[src/rtl/pg_pkg.sv]
package pg_pkg;
  // Width needed to hold values 0..max_val
  function automatic int cnt_width(input int max_val);
    int w;
    w = 1;
    while ((1 << w) <= max_val) w++;
    return w;
  endfunction
endpackage

[src/rtl/pg_qualify.sv]
module pg_qualify (
  input  logic above_hi,
  input  logic below_lo,
  input  logic fault,
  input  logic ss_ok,
  output logic in_reg_ok
);
  // Output is in regulation and nothing blocks the indication
  always_comb begin
    in_reg_ok = ss_ok & ~above_hi & ~below_lo & ~fault;
  end
endmodule

[src/rtl/pg_delay_cnt.sv]
module pg_delay_cnt #(
  parameter int DELAY_CYC = 500,
  localparam int CW = pg_pkg::cnt_width(DELAY_CYC)
) (
  input  logic clk,
  input  logic rst,
  input  logic qual,
  input  logic tick,
  output logic expired
);
  localparam logic [CW-1:0] LIMIT = CW'(DELAY_CYC);

  logic [CW-1:0] cnt_q;

  always_ff @(posedge clk) begin
    if (rst || !qual) begin
      cnt_q <= '0;
    end else if (tick && (cnt_q != LIMIT)) begin
      cnt_q <= cnt_q + 1'b1;
    end
  end

  always_comb begin
    expired = (cnt_q == LIMIT);
  end
endmodule

[src/rtl/power_good_mon.sv]
module power_good_mon #(
  parameter int DELAY_CYC = 500
) (
  input  logic clk,
  input  logic rst,
  input  logic fb_above_hi,
  input  logic fb_below_lo,
  input  logic fault_act,
  input  logic ss_done,
  input  logic sw_strobe,
  output logic pgood
);
  logic qual_now;
  logic dly_expired;
  logic pgood_q;

  pg_qualify u_qual (
    .above_hi  (fb_above_hi),
    .below_lo  (fb_below_lo),
    .fault     (fault_act),
    .ss_ok     (ss_done),
    .in_reg_ok (qual_now)
  );

  pg_delay_cnt #(.DELAY_CYC(DELAY_CYC)) u_dly (
    .clk     (clk),
    .rst     (rst),
    .qual    (qual_now),
    .tick    (sw_strobe),
    .expired (dly_expired)
  );

  // Registered output: rises one clock after the count completes,
  // drops on the first edge that sees a disqualifying input.
  always_ff @(posedge clk) begin
    if (rst) begin
      pgood_q <= 1'b0;
    end else begin
      pgood_q <= qual_now & dly_expired;
    end
  end

  assign pgood = pgood_q;
endmodule

[config.mk]
export PLATFORM = sky130hd
export DESIGN_NAME = power_good_mon
export DESIGN_NICKNAME = d
export VERILOG_FILES = /design/src/rtl/pg_pkg.sv /design/src/rtl/pg_qualify.sv /design/src/rtl/pg_delay_cnt.sv /design/src/rtl/power_good_mon.sv
export SDC_FILE = /design/constraint.sdc
export NUM_CORES = 1
export LEC_CHECK = 0
export ABC_AREA = 1
export BUFFER_PORTS_ARGS = -buffer_cell sky130_fd_sc_hd__buf_4
export CAP_MARGIN = 15
export CORE_MARGIN = 4
export CORE_UTILIZATION = 40
export CTS_CLUSTER_DIAMETER = 120
export DETAILED_ROUTE_END_ITERATION = 10
export MAX_ROUTING_LAYER = met4
export PLACE_DENSITY = 0.58
export SYNTH_ARGS = -nofsm -noshare
export SYNTH_HDL_FRONTEND = slang
export SYNTH_SLANG_ARGS = --single-unit
[constraint.sdc]
create_clock -name clk -period 2.93 [get_ports clk]
set_input_delay 0.1465 -clock clk [delete_from_list [all_inputs] [get_ports clk]]
set_output_delay 0.1465 -clock clk [all_outputs]
set_load 0.02 [all_outputs]
# --- After elaboration in Yosys (flattened, before gate mapping) ---
# Index checks and enable logic that the tools add are counted.
op_classes:
  add_sub_neg: 1
  n_div: 0
  mul: 0
  shifts: 0
  eq_ne: 2
  magnitude_cmp: 0
  reduce_logical: 3
  n_mux: 0
  n_bitwise: 7
ops:
  columns: ["operator", "n"]
  rows:
  - ["9-bit by 1-bit adder with 9-bit output (second input constant)", 1]
  - ["9-bit == test (second input constant)", 1]
  - ["9-bit inequality test (second input constant)", 1]
  - ["1-bit AND", 4]
  - ["1-bit inverter", 3]
  - ["1-bit logical AND", 1]
  - ["1-bit zero test", 1]
  - ["1-bit logical OR", 1]
totals:
  latch_bits: 0
  mem_bits_ro: 0
  memories: 0
  reg_bits: 10
  inputBits: 7
  word_cells: 15
  ram_bits: 0

# --- Logic depth before layout (Yosys ltp) ---
# Gate-level depths: netlist (run 1).
depth:
  depth_word: 6
  ltp_mapped: 10
  mapped_depth_nobuf: 9

# --- Modules after synthesis ---
# A second synthesis (run 1) with hierarchy kept.
hier_totals:
  hier_cells: 83
  hier_area_um2: 571.8
by_module_without_submodules:
  columns: ["module", "cells_per_inst", "n_inst", "seq_area_each_um2", "area_each_um2"]
  rows:
  - ["pg_delay_cnt", 74, 1, 180.2, 519.2]
  - ["power_good_mon", 3, 1, 20.0, 30.0]
  - ["pg_qualify", 6, 1, 0.0, 22.5]

# --- Least setup slack after synthesis (run 1) ---
# OpenSTA, ideal clock, no wires.
synth_path:
  kind: "reg-to-reg"
  startpoint: "register u_dly.cnt_q[0]"
  endpoint: "register u_dly.cnt_q[7]"
  t_arrival_ns: 1.042
  slack_ns: 1.761
  path_buffers: 1
  stages_incl_launch_ff: 11
  synth_period_minus_slack_ns: 1.169
  required_time_ns: 2.803
  path_cell_list: "dfxtp_1 -> inv_1 -> ha_1 -> nand2_1 -> nor2_2 -> nand2_2 -> buf_6 -> nand3_1 -> nand2_1 -> nand2_1 -> nor2_1"
synth_via:
  elab_chain_len: 2
synth_rtl:
  columns: ["element", "line", "source"]
  rows:
  - ["start: declaration", "pg_delay_cnt.sv:13", "logic [CW-1:0] cnt_q;"]
  - ["start signal: assignment", "pg_delay_cnt.sv:19", "cnt_q <= cnt_q + 1'b1;"]
  - ["branches (longest 2 deep; another with 9-bit by 1-bit adder with 9-bit output)", null, null]
# Several ways; the timed one is not identified.
# A chain may end at the register's enable or synchronous reset.

# --- Worst setup path after layout (run 1) ---
layout_path:
  startpoint: "register u_dly.cnt_q[0]"
  endpoint: "register u_dly.cnt_q[1]"
# The elaborated chain is that of the path after synthesis.

==> results of run 1 <==
sequential cells by signal, summed over array words and instances (netlist names):
signal / cells
pgood: 1
u_dly.cnt_q: 9
cells by family after synthesis:
group,synth area share (%)
and+or+nand+nor,43.0
xor gates and xnor gates,3.14
buffers and inverters,8.07
adders and majority gates,4.48
DFF,35.9
AOI/OAI and AO/OA,5.38
worst max-delay path by stage:
stage,to,depth (start not counted),slack (ps)
floorplan,u_dly.cnt_q[7]$_SDFFE_PP0P_,10,1760
global route,u_dly.cnt_q[1]$_SDFFE_PP0P_,7,1480
CTS,u_dly.cnt_q[1]$_SDFFE_PP0P_,7,1580
finish,u_dly.cnt_q[1]$_SDFFE_PP0P_,7,1590
global placement,u_dly.cnt_q[0]$_SDFFE_PP0P_,7,1620
detailed placement,u_dly.cnt_q[1]$_SDFFE_PP0P_,7,1610
critical path, stage by stage (launching register included):
cell	delay, ps
dfxtp_1	370
inv_1	80
ha_1	200
nand2_1	70
nor2_2	40
a21oi_1	280
nand2_1	90
a21oi_1	130
metrics by stage:
| step | total power, W | utilization (%) |
|---|---|---|
| finish | 0.000276 | 50.3 |
| global route | 0.000288 | 50.3 |
| CTS | 0.000279 | 50.3 |
| global placement | 0.000151 | 47.5 |
| floorplan | 0.000143 | - |
| detailed placement | 0.000151 | 47.5 |
final cells by class:
cell class / count / area [sq um] / area share (%)
inverter: 9 / 33.8 / 5.16
multi-input combinational: 64 / 313 / 47.8
timing repair buffer: 7 / 52.6 / 8.03
tap: 15 / 18.8 / 2.87
clock buffer: 4 / 36.3 / 5.54
sequential: 10 / 200 / 30.6
synth_stat cells:
cell     number  area share (%)
a21oi_1       6             5.4
buf_6         1             2.0
dfxtp_1      10              36
ha_1          2             4.5
inv_1         9             6.1
nand2_1      27              18
nand2_2       2             2.2
nand3_1       9             8.1
nand4_1       3             3.4
nor2_1        9             6.1
nor2_2        2             2.2
nor2_4        1             2.0
nor3_1        1            0.90
xor2_1        2             3.1
routing by layer:
metal | wire length [um] | up-vias | track usage, %
met1 | 568 | 229 | 16.9
li1 | - | 287 | -
met4 | 26 | 0 | 8.77
met5 | 0 | - | -
met2 | 442 | 10 | 19.5
met3 | 40 | 4 | 3.59
placed cells by master, fill, tap and decap left out:
master,count
nand2_1,27
dfxtp_1,10
inv_1,9
nand3_1,9
nor2_1,9
buf_4,7
a21oi_1,6
nand4_1,3
clkbuf_4,3
nor2_2,2
nand2_2,2
xor2_1,2
ha_1,2
nor3_1,1
nor2_4,1
clkbuf_8,1
power by group through the flow:
| stage | logic [W] | registers (W) | clock network [W] |
|---|---|---|---|
| final | 0.0000121 | 0.000136 | 0.000128 |
| after global routing | 0.0000138 | 0.000136 | 0.000138 |
| after CTS | 0.0000122 | 0.000136 | 0.000131 |
| after detailed placement | 0.0000121 | 0.000139 | 0 |
| after global placement | 0.0000121 | 0.000139 | 0 |
| after floorplan | 0.00000395 | 0.000139 | 0 |
==> reports/results.tsv, run 1 <==
metric	value	unit
cts_hold_buf	0	
ff2ff_setup_slack	1590	ps
worstSkewPairLatency	270	ps
fin_crit_sh	45.8	%
grt_max_degree	12	
vias	530	
grt_pass1_vias	485	
hold_depth	3	
path_class	reg -> reg	
reg2reg_to	u_dly.cnt_q[1]$_SDFFE_PP0P_	
track_usage	13.7	%
start_kind	register	
die_y	45.4	um
period_needed	1340	ps
fillers	134	
p_int	0.000218	W
cts.reportedPaths.clkPinSlew	70	ps
finalClockSkew	1.28	ps
ys_seq_area_share	35.9	%
whs	200	ps
status	finished clean	
dp_worst_setup_slack	1610	ps
final_hold_viol_count	0	
reg2reg_depth	7	
synth_fp_nets	93	
synth_area	558	sq um
yosys_register_bits	10	
pwr-share-clk	46.3	%
wl_per_cell	9.88	um
fin_nets	104	
die_width	45.4	um
cts_max_path_buffers	2	
critPathCaptureType	register	
ios	8	
drv_slew	0	
r2r-start	u_dly.cnt_q[0]$_SDFFE_PP0P_	
syn2layout_area_growth	17.3	%
coreArea	1300	sq um
n_antenna_cell	0	
grt_pass1_wl	1950	um
sw_frac_of_total	21.1	%
pwr-share-seq	49.3	%
instances_no_fill	109	
drtAntennaViolNets	0	
root_buffer	clkbuf_4	
synthCells	84	
min_path_type	in -> reg	
first_pass_iters	4	
cts_inserted_buffers	3	
worstSetupStartpoint	u_dly.cnt_q[0]$_SDFFE_PP0P_	
cts_sinks	10	
cp_data_arrival_time	1540	ps
finalSetupViolCount	0	
cap_viol_max_count	0	
fin_setup_tns	0	ps
netSwitchingPower	0.0000583	W
numPortBuffers	7	
routed_wl	1080	um
fmax	746	MHz
worst_slew_pin_slew	398	ps
cts_resized	0	
post-place-cells	105	
rsz0062_at_grt	no	
tritoncts	done	
hold_end	u_dly.cnt_q[2]$_SDFFE_PP0P_	
irDropWorstVdd	0.172	mV
h-tree-depth	1	
synthDistinctLibCells	14	
synth_area_per_cell	6.64	sq um
start_util	42.9	%
vias_per_cell	4.86	
fin_ws	1590	ps
ys_warn_count	0	
p_leak	0.259	nW
drc_errors	0	
grt-ovfl-total	0	
drtIter0Drc	18	
rows	13	
antenna_found_initial	0	
gp_congestion	0.762	
relSlewSlack	73.4	%
cp.required	3130	ps
p_per_area	422	nW/um^2
hpwl	797	um
fin_area	654	sq um
drive_gt1_share	17.0	%
placed_cell_area	618	sq um
cts_setup_buffers	0	
p_comb_share	4.4	%
die_area	2060	sq um
path_max_fanout	4	
hold_start	sw_strobe	
(Power assumes the default switching activity.)
==> inputs of run 2 (changes only) <==
PLACE_DENSITY = 0.6   (was 0.58)
clock period = 1.1 ns   (was 2.93 ns; I/O delays follow)
==> run 2 against run 1 <==
Against the previous run:
- the flow now finishes with violations (setup timing)
- clock-buffer cell count did not move
- worst hold slack got worse by 88 ps
- combinational power grew to 3.4 times the previous value
- first-iteration DRC count decreased by 61%
- critical path depth increased by 1
- utilization rose by 17 points
- highest routed layer unchanged
==> reports/results.tsv, run 2 (synthesis results as in run 1) <==
metric	value	unit	change
status	finished, violations left		
violations	setup timing		
path_class	reg -> reg		
dp_worst_setup_slack	-183	ps	-1790 ps
fillers	120		-10%
top_register	u_dly.cnt_q		
final_hold_viol_count	0		unchanged
final_common_cell	nand2_1		
die_y	45.4	um	unchanged
drtAntennaViolNets	0		unchanged
period_needed	1230	ps	-116 ps
n_antenna_cell	0		unchanged
relSlewSlack	87.9	%	+15 points
finalClockSkew	2.15	ps	+0.871 ps
start_util	42.9	%	unchanged
rsz0062_at_grt	yes		
path_common_cell	nand2_4		
antenna_found_initial	0		unchanged
cts_hold_buf	0		unchanged
drc_errors	0		unchanged
irDropWorstVdd	0.796	mV	+360%
cap_viol_max_count	0		unchanged
vias_per_cell	4.83		-0.60%
final_cell_mix	nand2_1, buf_4, dfxtp_1, inv_1		
path_max_fanout	6		+2
die_area	2060	sq um	unchanged
worstSkewPairLatency	280	ps	about the same
syn2layout_area_growth	57.0	%	
numPortBuffers	7		unchanged
drive_gt1_share	44.1	%	+27 points
cts.reportedPaths.clkPinSlew	70	ps	about the same
fin_ws	-125	ps	-1710 ps
tritoncts	done		
drtIter0Drc	7		-11
worstPathCellList	inv_2, ha_4, nand2_4, nor2_4, nand2_4, nand2_4, nand2_1, a21oi_1		
gp_congestion	0.738		-3.2%
wl_per_cell	10.9	um	+11%
fin_setup_tns	-1010	ps	-1010 ps
routed_wl	1380	um	+28%
first_pass_iters	4		unchanged
largest_register_ffs	9		unchanged
grt_max_degree	11		-1
fin_nets	121		+16%
p_per_area	860	nW/um^2	+100%
cp_data_arrival_time	1440	ps	-100 ps
track_usage	16.2	%	+2.5 points
slowest_stage	dfxtp_4		
fmax	816	MHz	+9.4%
die_width	45.4	um	unchanged
rows	13		unchanged
p_leak	0.363	nW	+40%
fin_crit_sh	111	%	+66 points
finalSetupViolCount	10		+10
critPathCaptureType	register		
root_buffer	clkbuf_4		
vias	609		+15%
cpPeakStageDelay	360	ps	about the same
coreArea	1300	sq um	unchanged
start_kind	register		
grt-ovfl-total	0		unchanged
grt_pass1_wl	2310	um	+18%
ios	8		unchanged
min_path_type	in -> reg		
hpwl	966	um	+21%
drv_slew	0		unchanged
grt_pass1_vias	573		+18%
h-tree-depth	1		unchanged
cts_inserted_buffers	3		unchanged
cts_max_path_buffers	2		unchanged
cts_sinks	10		unchanged
worst_slew_pin_slew	181	ps	-217 ps
cp.required	1310	ps	-1820 ps
==> run 2: what timing repair did <==
action / CTS / global route
resized for setup: 6 / 10
hold endpoints to repair: 0 / 0
setup endpoints to repair: 10 / 10
cloned: 1 / 0
buffers inserted: 1 / 0
pin swaps: 1 / 9
==> run 2: power by group <==
| group | internal, W | switching [W] |
|---|---|---|
| logic | 0.0000217 | 0.0000190 |
| clock network | 0.000202 | 0.000153 |
| registers | 0.000357 | 0.000000761 |
==> run 2: path summary, 6_finish.rpt <==
kind / startpoint / end / slack [ps] / depth (start not counted)
max: u_dly.cnt_q[1]$_SDFFE_PP0P_ / u_dly.cnt_q[2]$_SDFFE_PP0P_ / -130 / 8
min: sw_strobe / u_dly.cnt_q[2]$_SDFFE_PP0P_ / 110 / 3
max reg2reg: u_dly.cnt_q[1]$_SDFFE_PP0P_ / u_dly.cnt_q[2]$_SDFFE_PP0P_ / -130 / 8
min reg2reg: u_dly.cnt_q[0]$_SDFFE_PP0P_ / u_dly.cnt_q[0]$_SDFFE_PP0P_ / 520 / 2
==> run 2: metal layers <==
| layer | vias up | wire [um] | track usage [%] |
|---|---|---|---|
| met1 | 268 | 632 | 18.9 |
| met2 | 10 | 659 | 24.6 |
| met4 | 0 | 35 | 10.5 |
| met5 | - | 0 | - |
| met3 | 9 | 52 | 3.59 |
| li1 | 322 | - | - |
==> run 2: cell type report <==
cell class	count	area [sq um]	area share, %
timing repair buffer	23	173	19.7
clock buffer	4	36.3	4.14
sequential	10	208	23.7
multi-input combinational	65	404	46.1
tap	15	18.8	2.14
inverter	9	36.3	4.14
==> run 2: through the flow <==
stage / cells / power, W / hold slack, ps / utilization, % / area, sq um
2_1_floorplan: 84 / 0.000382 / 219 / - / 591
6_report: 126 / 0.000753 / 111 / 67.3 / 876
3_3_place_gp: 120 / 0.000408 / 405 / 58.7 / 763
3_5_place_dp: 120 / 0.000408 / 400 / 58.7 / 763
4_1_cts: 126 / 0.000755 / 110 / 64.2 / 836
5_1_grt: 126 / 0.000774 / 115 / 67.3 / 876
==> run 2: critical path, delay by kind of cell, from the launching register on <==
| family | cells | cell delay [ps] |
|---|---|---|
| AO/OA/AOI/OAI | 1 | 110 |
| AND/OR/NAND/NOR | 5 | 490 |
| adder cells (fa/ha/maj) | 1 | 130 |
| flip-flops | 1 | 360 |
| buffers and inverters | 1 | 70 |
